### src/rtl/sfsr_pkg.sv
package sfsr_pkg;

  localparam logic [7:0] OP_SET_WEL = 8'h06;
  localparam logic [7:0] OP_CLR_WEL = 8'h04;
  localparam logic [7:0] OP_RD_STAT = 8'h05;
  localparam logic [7:0] OP_WR_STAT = 8'h01;

  localparam int SEG_W = 3;

  typedef enum logic [1:0] {
    CMD_NONE,
    CMD_SET_WEL,
    CMD_CLR_WEL,
    CMD_WR_STAT
  } cmd_e;

endpackage

### src/rtl/sfsr_sync.sv
module sfsr_sync #(
  parameter int          W       = 4,
  parameter int          STAGES  = 2,
  parameter logic [W-1:0] RST_VAL = '0
) (
  input  logic         clk,
  input  logic         rst_n,
  input  logic [W-1:0] d,
  output logic [W-1:0] q
);

  logic [W-1:0] stg_q [STAGES];

  generate
    for (genvar s = 0; s < STAGES; s++) begin : g_stage
      always_ff @(posedge clk or negedge rst_n) begin
        if (!rst_n) begin
          stg_q[s] <= RST_VAL;
        end else if (s == 0) begin
          stg_q[s] <= d;
        end else begin
          stg_q[s] <= stg_q[(s == 0) ? 0 : s-1];
        end
      end
    end
  endgenerate

  assign q = stg_q[STAGES-1];

endmodule

### src/rtl/sfsr_frame.sv
module sfsr_frame
  import sfsr_pkg::*;
(
  input  logic       clk,
  input  logic       rst_n,
  input  logic       sck_s,
  input  logic       cs_n_s,
  input  logic       si_s,
  input  logic [7:0] stat_byte,
  output cmd_e       cmd,
  output logic [3:0] wr_val,
  output logic       miso,
  output logic       miso_oe
);

  localparam int CNT_W = 5;
  localparam logic [CNT_W-1:0] CNT_MAX = '1;

  logic             sck_d_q, cs_d_q;
  logic [CNT_W-1:0] cnt_q, cnt_d;
  logic [7:0]       sh_q, sh_d;
  logic [7:0]       op_q, op_d;
  logic             op_ok_q, op_ok_d;
  logic [3:0]       val_q, val_d;
  logic [2:0]       ridx_q, ridx_d;
  logic             miso_q, miso_d;
  logic             oe_q, oe_d;
  cmd_e             cmd_q, cmd_d;

  logic sck_rise, sck_fall, cs_rise;
  logic [7:0] sh_in;

  assign sck_rise = sck_s & ~sck_d_q;
  assign sck_fall = ~sck_s & sck_d_q;
  assign cs_rise  = cs_n_s & ~cs_d_q;
  assign sh_in    = {sh_q[6:0], si_s};

  always_comb begin
    cnt_d   = cnt_q;
    sh_d    = sh_q;
    op_d    = op_q;
    op_ok_d = op_ok_q;
    val_d   = val_q;
    ridx_d  = ridx_q;
    miso_d  = miso_q;
    oe_d    = oe_q;
    cmd_d   = CMD_NONE;

    if (cs_rise) begin
      if (op_ok_q && cnt_q == CNT_W'(8) && op_q == OP_SET_WEL) begin
        cmd_d = CMD_SET_WEL;
      end else if (op_ok_q && cnt_q == CNT_W'(8) && op_q == OP_CLR_WEL) begin
        cmd_d = CMD_CLR_WEL;
      end else if (op_ok_q && cnt_q == CNT_W'(16) && op_q == OP_WR_STAT) begin
        cmd_d = CMD_WR_STAT;
      end
    end

    if (cs_n_s) begin
      cnt_d   = '0;
      op_ok_d = 1'b0;
      ridx_d  = '0;
      oe_d    = 1'b0;
    end else if (sck_rise) begin
      sh_d = sh_in;
      if (cnt_q != CNT_MAX) begin
        cnt_d = cnt_q + CNT_W'(1);
      end
      if (cnt_q == CNT_W'(7)) begin
        op_d    = sh_in;
        op_ok_d = 1'b1;
      end
      if (cnt_q == CNT_W'(15)) begin
        val_d = {sh_in[7], sh_in[4:2]};
      end
    end else if (sck_fall && op_ok_q && op_q == OP_RD_STAT) begin
      miso_d = stat_byte[3'd7 - ridx_q];
      ridx_d = ridx_q + 3'd1;
      oe_d   = 1'b1;
    end
  end

  always_ff @(posedge clk or negedge rst_n) begin
    if (!rst_n) begin
      sck_d_q <= 1'b0;
      cs_d_q  <= 1'b1;
      cnt_q   <= '0;
      sh_q    <= '0;
      op_q    <= '0;
      op_ok_q <= 1'b0;
      val_q   <= '0;
      ridx_q  <= '0;
      miso_q  <= 1'b0;
      oe_q    <= 1'b0;
      cmd_q   <= CMD_NONE;
    end else begin
      sck_d_q <= sck_s;
      cs_d_q  <= cs_n_s;
      cnt_q   <= cnt_d;
      sh_q    <= sh_d;
      op_q    <= op_d;
      op_ok_q <= op_ok_d;
      val_q   <= val_d;
      ridx_q  <= ridx_d;
      miso_q  <= miso_d;
      oe_q    <= oe_d;
      cmd_q   <= cmd_d;
    end
  end

  assign cmd     = cmd_q;
  assign wr_val  = val_q;
  assign miso    = miso_q;
  assign miso_oe = oe_q;

  // output enable drops once chip select is seen high
  assert_oe_drops_R3: assert property (@(posedge clk) disable iff (!rst_n)
    cs_n_s |=> !oe_q);

  // a status write command only follows a 16-bit frame
  assert_wr_len_R4: assert property (@(posedge clk) disable iff (!rst_n)
    (cmd_q == CMD_WR_STAT) |-> ($past(cnt_q) == CNT_W'(16)));

  // enable and disable commands only follow an 8-bit frame
  assert_op_len_R1: assert property (@(posedge clk) disable iff (!rst_n)
    (cmd_q == CMD_SET_WEL || cmd_q == CMD_CLR_WEL) |-> ($past(cnt_q) == CNT_W'(8)));

endmodule

### src/rtl/sfsr_status.sv
module sfsr_status
  import sfsr_pkg::*;
#(
  parameter int TW_CYCLES = 2000,
  parameter int ADDR_W    = 19
) (
  input  logic              clk,
  input  logic              rst_n,
  input  cmd_e              cmd,
  input  logic [3:0]        wr_val,
  input  logic              wp_n_s,
  input  logic              engine_busy,
  input  logic [ADDR_W-1:0] addr,
  output logic [7:0]        stat_byte,
  output logic              addr_prot
);

  localparam int TMR_W  = $clog2(TW_CYCLES + 1);
  localparam int NSEG   = 1 << SEG_W;
  localparam int SEG_SH = ADDR_W - SEG_W;

  logic             lock_q, lock_d;
  logic [2:0]       bp_q, bp_d;
  logic             wel_q, wel_d;
  logic             tbusy_q, tbusy_d;
  logic [TMR_W-1:0] tmr_q, tmr_d;

  logic busy, hw_locked;
  logic [SEG_W:0]  nprot;
  logic [ADDR_W:0] bound;

  assign busy      = tbusy_q | engine_busy;
  assign hw_locked = lock_q & ~wp_n_s;

  always_comb begin
    lock_d  = lock_q;
    bp_d    = bp_q;
    wel_d   = wel_q;
    tbusy_d = tbusy_q;
    tmr_d   = tmr_q;
    if (tbusy_q) begin
      if (tmr_q == '0) begin
        tbusy_d = 1'b0;
        wel_d   = 1'b0;
      end else begin
        tmr_d = tmr_q - TMR_W'(1);
      end
    end else if (!engine_busy) begin
      unique case (cmd)
        CMD_SET_WEL: wel_d = 1'b1;
        CMD_CLR_WEL: wel_d = 1'b0;
        CMD_WR_STAT: begin
          if (wel_q && !hw_locked) begin
            lock_d  = wr_val[3];
            bp_d    = wr_val[2:0];
            tbusy_d = 1'b1;
            tmr_d   = TMR_W'(TW_CYCLES - 1);
          end
        end
        default: ;
      endcase
    end
  end

  always_ff @(posedge clk or negedge rst_n) begin
    if (!rst_n) begin
      lock_q  <= 1'b0;
      bp_q    <= '0;
      wel_q   <= 1'b0;
      tbusy_q <= 1'b0;
      tmr_q   <= '0;
    end else begin
      lock_q  <= lock_d;
      bp_q    <= bp_d;
      wel_q   <= wel_d;
      tbusy_q <= tbusy_d;
      tmr_q   <= tmr_d;
    end
  end

  assign stat_byte = {lock_q, 2'b00, bp_q, wel_q, busy};

  // number of protected top segments: 0, 1, 2, 4 or all
  always_comb begin
    unique case (bp_q)
      3'd0:    nprot = '0;
      3'd1:    nprot = (SEG_W+1)'(1);
      3'd2:    nprot = (SEG_W+1)'(2);
      3'd3:    nprot = (SEG_W+1)'(NSEG / 2);
      default: nprot = (SEG_W+1)'(NSEG);
    endcase
  end

  assign bound     = (ADDR_W+1)'(NSEG - int'(nprot)) << SEG_SH;
  assign addr_prot = (nprot != '0) && ({1'b0, addr} >= bound);

  // a write without the enable latch changes nothing
  assert_wel_gate_R4: assert property (@(posedge clk) disable iff (!rst_n)
    (cmd == CMD_WR_STAT && !wel_q && !tbusy_q) |=>
      ($stable(lock_q) && $stable(bp_q) && !tbusy_q));

  // locked register with the pin low refuses writes
  assert_hw_lock_R7: assert property (@(posedge clk) disable iff (!rst_n)
    (cmd == CMD_WR_STAT && lock_q && !wp_n_s) |=>
      ($stable(lock_q) && $stable(bp_q)));

  // the end of the timed cycle leaves the latch cleared
  assert_end_clears_R5: assert property (@(posedge clk) disable iff (!rst_n)
    $fell(tbusy_q) |-> !wel_q);

  // commands during an engine busy request leave the latch alone
  assert_busy_ignore_R6: assert property (@(posedge clk) disable iff (!rst_n)
    (engine_busy && !tbusy_q && cmd != CMD_NONE) |=> $stable(wel_q));

  // protect field 1xx covers every address
  assert_all_prot_R8: assert property (@(posedge clk) disable iff (!rst_n)
    bp_q[2] |-> addr_prot);

  // engine request shows as busy
  assert_engine_busy_R9: assert property (@(posedge clk) disable iff (!rst_n)
    engine_busy |-> stat_byte[0]);

endmodule

### src/rtl/sfsr_ctrl.sv
module sfsr_ctrl
  import sfsr_pkg::*;
#(
  parameter int TW_CYCLES   = 2000,
  parameter int ADDR_W      = 19,
  parameter int SYNC_STAGES = 2
) (
  input  logic              clk,
  input  logic              rst_n,
  input  logic              spi_sck,
  input  logic              spi_cs_n,
  input  logic              spi_mosi,
  input  logic              wp_n,
  input  logic              engine_busy,
  input  logic [ADDR_W-1:0] addr,
  output logic              spi_miso,
  output logic              spi_miso_oe,
  output logic              addr_prot
);

  logic [3:0] pins_s;
  logic [7:0] stat_byte;
  logic [3:0] wr_val;
  cmd_e       cmd;

  sfsr_sync #(
    .W       (4),
    .STAGES  (SYNC_STAGES),
    .RST_VAL (4'b1010)
  ) u_sync (
    .clk   (clk),
    .rst_n (rst_n),
    .d     ({wp_n, spi_sck, spi_cs_n, spi_mosi}),
    .q     (pins_s)
  );

  sfsr_frame u_frame (
    .clk       (clk),
    .rst_n     (rst_n),
    .sck_s     (pins_s[2]),
    .cs_n_s    (pins_s[1]),
    .si_s      (pins_s[0]),
    .stat_byte (stat_byte),
    .cmd       (cmd),
    .wr_val    (wr_val),
    .miso      (spi_miso),
    .miso_oe   (spi_miso_oe)
  );

  sfsr_status #(
    .TW_CYCLES (TW_CYCLES),
    .ADDR_W    (ADDR_W)
  ) u_status (
    .clk         (clk),
    .rst_n       (rst_n),
    .cmd         (cmd),
    .wr_val      (wr_val),
    .wp_n_s      (pins_s[3]),
    .engine_busy (engine_busy),
    .addr        (addr),
    .stat_byte   (stat_byte),
    .addr_prot   (addr_prot)
  );

endmodule

### config.mk
export PLATFORM = sky130hd
export DESIGN_NAME = sfsr_ctrl
export DESIGN_NICKNAME = d
export VERILOG_FILES = /design/src/rtl/sfsr_pkg.sv /design/src/rtl/sfsr_sync.sv /design/src/rtl/sfsr_frame.sv /design/src/rtl/sfsr_status.sv /design/src/rtl/sfsr_ctrl.sv
export SDC_FILE = /design/constraint.sdc
export NUM_CORES = 1
export LEC_CHECK = 0
export ABC_AREA = 1
export BUFFER_PORTS_ARGS = -buffer_cell sky130_fd_sc_hd__buf_2
export CAP_MARGIN = 20
export CORE_AREA = 2 2 120 64
export DETAILED_ROUTE_END_ITERATION = 10
export DIE_AREA = 0 0 122 66
export HOLD_SLACK_MARGIN = 0.02
export PLACE_DENSITY_LB_ADDON = 0.05
export SYNTH_ARGS = -nofsm -noshare
export SYNTH_HDL_FRONTEND = slang
export SYNTH_SLANG_ARGS = --single-unit
export TNS_END_PERCENT = 50
### constraint.sdc
create_clock -name clk -period 1.68 [get_ports clk]
set_input_delay 0.084 -clock clk [delete_from_list [all_inputs] [get_ports clk]]
set_output_delay 0.084 -clock clk [all_outputs]
set_load 0.1 [all_outputs]
# After elaboration in Yosys (flattened, before gate mapping)
# Cells that the tools add are included.
# Widths: inputs -> output; s select.
[word_totals]
elab_cells = 120
in_bits = 26
out_inout_bits = 3
ff_bits = 59
[classes]
n_lt_le_gt_ge = 2
n_bitwise = 13
eq_ne = 19
muxes = 33
n_addsub = 5
n_reduce_logical = 30
[op_table]
columns = ["op", "n"]
rows = [
  ["$mux 11", 5],
  ["$eq 8x3->1 const B", 3],
  ["$ge 19x20->1", 1],
  ["$pmux 4 s4", 1],
  ["$mux 1", 15],
  ["$mux 5", 3],
  ["$reduce_and 3->1", 4],
  ["$reduce_bool 2->1", 6],
  ["$logic_not 11->1", 1],
  ["$sub 11x1->11 const B", 1],
  ["$eq 5x4->1 const B", 2],
  ["$logic_and 1x1->1", 9],
  ["$mux 3", 3],
  ["$eq 8x1->1 const B", 1],
  ["$mux 2", 4],
  ["$not 1->1", 8],
  ["$reduce_and 2->1", 4],
  ["$reduce_and 4->1", 2],
  ["$eq 3x2->1 const B", 2],
  ["$ne 2x2->1 const B", 3],
  ["$add 5x1->5 const B", 1],
  ["$eq 5x3->1 const B", 1],
  ["$eq 5x5->1 const B", 1],
  ["$ne 5x5->1 const B", 1],
  ["other kinds (16)", 20],
]

# Logic depth before layout (Yosys ltp)
[logic_depth]
ltp_word = 8
mapped_depth = 10
depth_no_buf = 10

# Hierarchy
# Synthesis repeated with hierarchy kept, for this count alone.
[unflattened]
cells_unflattened = 383
hier_area_um2 = 3165.5
[by_module_without_submodules]
columns = ["module", "area_per_inst_um2", "cells_each", "n_inst", "seq_area_each_um2"]
rows = [
  ["sfsr_frame", 1657.8, 194, 1, 852.1],
  ["sfsr_status", 1272.5, 177, 1, 425.4],
  ["sfsr_sync", 235.2, 12, 1, 205.2],
]

# Worst setup path before layout
# OpenSTA, ideal clock, no wires.
[synth_timing]
path_kind = "register to output"
from = "register u_status.bp_q[2]"
to = "output port addr_prot"
stages_incl_launch_ff = 10
t_required_ns = 1.596
path_slack_ns = -1.416
path_buffers = 0
t_arrival_ns = 3.012
cell_sequence = "dfrtp_1 > nor3_1 > inv_1 > ha_1 > xor2_1 > ha_1 > nand2_1 > o21ai_0 > inv_1 > a21oi_1"
[synth_via]
elab_chain_len = 5
word_cells_on_any_way = 9
classes_between = "add/sub: 1; order compare: 1; eq/ne: 3; mux: 1; reduce/logical: 3"
[synth_lines]
columns = ["item", "line_no", "rtl"]
rows = [
  ["start, declared", "sfsr_status.sv:23", "logic [2:0] bp_q, bp_d;"],
  ["start signal, assigned", "sfsr_status.sv:74", "bp_q <= bp_d;"],
  ["$eq 3x2->1 (tied with other cells)", "sfsr_status.sv:85", "unique case (bp_q)"],
  ["$pmux 4 s4 *", "sfsr_status.sv:85", ""],
  ["$sub 4x4->4", "sfsr_status.sv:94", "assign bound = (ADDR_W+1)'(NSEG - int'(nprot)) << SEG_SH;"],
  ["$ge 19x20->1", "sfsr_status.sv:95", "assign addr_prot = (nprot != '0) && ({1'b0, addr} >= bound);"],
  ["$logic_and 1x1->1 *", "sfsr_status.sv:95", ""],
  ["end, declared", "sfsr_ctrl.sv:18", "output logic addr_prot"],
]
# Every way passes the cells marked *; elsewhere a longest branch is shown, timed or not.

# Worst setup path after layout
[layout_timing]
from = "register u_status.bp_q[0]"
to = "output port addr_prot"
# The elaborated chain is that of the path after synthesis.

==> summary.txt <==
======================================================================================================
Run status .............................................................................. finished with violations
Failing checks .......................................................................... negative setup slack
Relative area change from synthesis to final layout .....................................        24.9%
Master cell of the clock root buffer .................................................... sky130_fd_sc_hd__clkbuf_16
Vias ....................................................................................         2454
Switch share ............................................................................        0.225
Vias per Instance .......................................................................         4.74
Worst reg2reg path depth ................................................................            8
Met1 layer wirelength in the final routing ..............................................      3.72 mm
Count of unique library cells instantiated by Yosys .....................................           30
Pin count of the biggest net entering global routing ....................................           28
Critical path capture point type ........................................................   output pin
Max Clock Skew ..........................................................................   0.00683 ns
DR iter-0 viols .........................................................................          162
H-tree depth reported by CTS ............................................................            3
Overall die width .......................................................................       122 µm
Total Wirelength ........................................................................      6.57 mm
# IOs ...................................................................................           29
F_max ...................................................................................      427 MHz
Antenna violations before repair ........................................................            0
Fraction of final layout cells with drive strength greater than 1 .......................        0.230
Uppermost signal routing layer after detailed routing ...................................         met4
Core region area ........................................................................     7020 µm²
Sequential cell fraction of total power .................................................        0.426
Final worst-path setup slack ............................................................    -0.661 ns
Clock tree from TritonCTS ...............................................................          yes
Signal arrival time at the worst endpoint ...............................................      2.26 ns
Post-synthesis instance area ............................................................     3040 µm²
Internal Dissipation ....................................................................      2750 µW
Layout fillers ..........................................................................          662
Share of flip-flops with an asynchronous set or reset ...................................         1.00
Library cell occupying the most area in the post-synthesis netlist ...................... sky130_fd_sc_hd__dfrtp_1
Critical register-to-register path endpoint ............................................. u_frame.cnt_q[2]
Number of warnings issued by yosys ......................................................            0
Count of flip-flops with a built-in enable after synthesis ..............................            0
Worst hold slack after final layout .....................................................    0.0627 ns
Routed wl met3 ..........................................................................       433 µm
Max Slew Vio Count ......................................................................            0
Transition at the pin with the smallest max-transition slack ............................     0.520 ns
Clock transition at the register clock pins on the worst setup and hold paths after CTS .      0.05 ns
Global route total overflow .............................................................            0
Die height ..............................................................................        66 µm
First-pass GRT wire length ..............................................................      11.0 mm
Count of maximum capacitance violations .................................................            0
Power share of the clock group ..........................................................        0.517
Final hold violation count ..............................................................            0
FF-to-FF setup slack ....................................................................      0.13 ns
Cell types occupying the most area after synthesis ...................................... sky130_fd_sc_hd__dfrtp_1 (44%), sky130_fd_sc_hd__nand2_1 (10%), sky130_fd_sc_hd__inv_1 (5.8%)
Share of Yosys cell area claimed by the top area cell type ..............................        0.445
Power dissipated by switching net loads .................................................       797 µW
Clock latency reported for the late side of the worst-skew pair .........................      0.33 ns
Final Wtd Congestion ....................................................................        0.845
Combinational share of power ............................................................        0.057
Data required time of the critical path .................................................      1.60 ns
Relative slew slack .....................................................................        0.653
ANT cells ...............................................................................            0
Metal2 WL ...............................................................................      2.34 mm
Number of optimization iterations in the first detailed-route pass ......................            4
Net Count, Synth ........................................................................          404
Drc violations ..........................................................................            0
Standard-cell row count .................................................................           22
Area of the die .........................................................................     8050 µm²
Detail Route Antenna Nets ...............................................................            0
RSZ-0062 raised after global routing ....................................................         true
Leakage .................................................................................   0.00188 µW
IR Drop Worst-Case VDD ..................................................................     0.594 mV
# nets final ............................................................................          456
Highest net fanout along the worst path .................................................            4
Standard cell area after detailed placement .............................................     3400 µm²
Cells after synthesis ...................................................................          365
Detail Placement HPWL ...................................................................      4.82 mm
Shortest period the worst path allows ...................................................      2.34 ns
Average footprint of a synthesized cell .................................................     8.32 µm²
Sinks on the clock net ..................................................................           59
Register bit total from synthesis .......................................................           59
Critical Path Start ..................................................................... u_status.bp_q[0]
Final design area excluding fillers .....................................................     3790 µm²
Type of the most critical hold path .....................................................    in -> reg
Most used flip-flop cell after synthesis ................................................ sky130_fd_sc_hd__dfrtp_1
Worst reg2reg startpoint ................................................................ u_frame.cnt_q[0]
Power density relative to cell area .....................................................   934 nW/µm²
Post-synthesis sequential area ratio ....................................................        0.488
CTS Buffer Depth ........................................................................            2
Via count of the first global-routing pass ..............................................         2262
Kind of critical path ...................................................................   reg -> out
Count of port buffers added during placement ............................................           28
GRT Total Usage .........................................................................        0.186
Period utilisation layout ...............................................................         1.39
Total CTS buffers .......................................................................            9
Initial Utilization .....................................................................        0.433
Worst Setup EP ..........................................................................    addr_prot
Average routed wire per standard cell ...................................................      12.7 µm
Finish-stage setup viols ................................................................            1
Kind of start point of the critical path ................................................    flip-flop
======================================================================================================
-- critical path: stages (launching register included) --
cell and delay (ns):
sky130_fd_sc_hd__dfrtp_1 0.34, sky130_fd_sc_hd__inv_2 0.07, sky130_fd_sc_hd__nor3_4 0.19, sky130_fd_sc_hd__inv_1 0.07, sky130_fd_sc_hd__ha_2 0.18, sky130_fd_sc_hd__xor2_1 0.16, sky130_fd_sc_hd__ha_1 0.30, sky130_fd_sc_hd__nand2_2 0.06
sky130_fd_sc_hd__nor2_2 0.11, sky130_fd_sc_hd__nand3_2 0.09, sky130_fd_sc_hd__a21oi_4 0.17, sky130_fd_sc_hd__buf_12 0.19
-- layout make-up --
class	instances	area (µm²)	share of cell area
inverters	48	180	0.0475
repair buffers	48	330	0.0871
clock inverters	4	50.0	0.0132
multi-input cells	251	1380	0.365
flip-flops and latches	59	1480	0.391
clock buffers	12	246	0.0650
well taps	96	120	0.0317
-- cell families after synthesis --
family,share of synthesized area
adders and majority gates,0.0535
AOI/OAI and AO/OA,0.0927
xor gates and xnor gates,0.00865
buffers and inverters,0.0745
DFF,0.488
and+or+nand+nor,0.283
-- repair_timing --
item	CTS	global route
hold buffers	5	0
buffers inserted	1	0
pin swaps	1	5
resized for setup	1	7
gates cloned	0	0
endpoints found under the hold margin	21	0
endpoints found under the setup margin	1	2
-- synth_stat cells (2+ instances only) --
master                     instances
sky130_fd_sc_hd__a21oi_1          12
sky130_fd_sc_hd__buf_2             3
sky130_fd_sc_hd__buf_6             2
sky130_fd_sc_hd__dfrtp_1          54
sky130_fd_sc_hd__dfstp_2           5
sky130_fd_sc_hd__ha_1             13
sky130_fd_sc_hd__inv_1            47
sky130_fd_sc_hd__nand2_1          81
sky130_fd_sc_hd__nand2_2          10
sky130_fd_sc_hd__nand2_4           2
sky130_fd_sc_hd__nand3_1          35
sky130_fd_sc_hd__nand4_1           4
sky130_fd_sc_hd__nor2_1           35
sky130_fd_sc_hd__nor2_2            5
sky130_fd_sc_hd__nor2_4            2
sky130_fd_sc_hd__nor3_1            5
sky130_fd_sc_hd__nor3b_1           2
sky130_fd_sc_hd__o21ai_0          31
sky130_fd_sc_hd__o21ai_1           2
sky130_fd_sc_hd__o21bai_1          2
sky130_fd_sc_hd__or2_2             2
sky130_fd_sc_hd__xor2_1            3
-- metrics by stage --
step | utilization | TNS, ns | setup slack (ns) | cells | total power (µW)
3_5_place_dp | 0.485 | -0.340 | -0.340 | 496 | 1730
3_3_place_gp | 0.485 | -0.271 | -0.271 | 496 | 1720
2_1_floorplan | - | -0.448 | -0.448 | 365 | 1620
6_report | 0.540 | -0.661 | -0.661 | 518 | 3540
4_1_cts | 0.537 | -0.698 | -0.698 | 518 | 3590
5_1_grt | 0.540 | -0.792 | -0.792 | 518 | 3690
-- state kept, by name (all words and copies together), names as in the netlist, 2 cells and up --
name,flops
u_frame.cmd,2
u_frame.cnt_q,5
u_frame.op_q,8
u_frame.ridx_q,3
u_frame.sh_q,7
u_frame.wr_val,4
u_status.bp_q,3
u_status.tmr_q,11
u_sync.q,4
u_sync.stg_q,4
-- power by group through the flow --
stage / logic [µW] / registers, µW / clock network (µW)
after global routing: 234 / 1510 / 1940
after detailed placement: 196 / 1530 / 0
after CTS: 207 / 1510 / 1880
final: 203 / 1510 / 1830
after floorplan: 96.0 / 1520 / 0
after global placement: 193 / 1530 / 0
-- layer usage --
| layer | up-vias | GRT usage |
|---|---|---|
| li1 | 1273 | - |
| met4 | 0 | 0.0603 |
| met5 | - | 0 |
| met2 | 47 | 0.233 |
| met1 | 1126 | 0.285 |
| met3 | 8 | 0.0716 |
-- cells in the final DEF, fill, tap and decap left out, types with 3 or more instances in the layout --
master,synthesis,routed
sky130_fd_sc_hd__clkbuf_16,0,9
sky130_fd_sc_hd__nor2_1,35,33
sky130_fd_sc_hd__o21ai_1,2,3
sky130_fd_sc_hd__nand4_1,4,4
sky130_fd_sc_hd__nand2_1,81,80
sky130_fd_sc_hd__buf_2,3,27
sky130_fd_sc_hd__a21oi_1,12,11
sky130_fd_sc_hd__ha_1,13,11
sky130_fd_sc_hd__nand2_2,10,11
sky130_fd_sc_hd__dlygate4sd3_1,0,5
sky130_fd_sc_hd__nor3_1,5,3
sky130_fd_sc_hd__inv_1,47,45
sky130_fd_sc_hd__nand3_1,35,34
sky130_fd_sc_hd__xor2_1,3,3
sky130_fd_sc_hd__buf_4,0,14
sky130_fd_sc_hd__dfstp_2,5,5
sky130_fd_sc_hd__dfrtp_1,54,54
sky130_fd_sc_hd__nor2_2,5,7
sky130_fd_sc_hd__o21ai_0,31,30
-- worst min-delay path by stage --
| stage | cells after the start | slack [ns] | start | end |
|---|---|---|---|---|
| 6_report | 4 | 0.06 | engine_busy | u_status.wel_q |
| 5_1_grt | 4 | 0.11 | engine_busy | u_status.wel_q |
| 4_1_cts | 4 | 0.05 | engine_busy | u_status.wel_q |
| 3_5_place_dp | 1 | 0.09 | rst_n | u_sync.stg_q[4] |
| 3_3_place_gp | 1 | 0.08 | rst_n | u_sync.stg_q[4] |
| 2_1_floorplan | 0 | -0.21 | rst_n | u_frame.cmd[0] |
No activity file was read; power rests on OpenSTA's default activity.
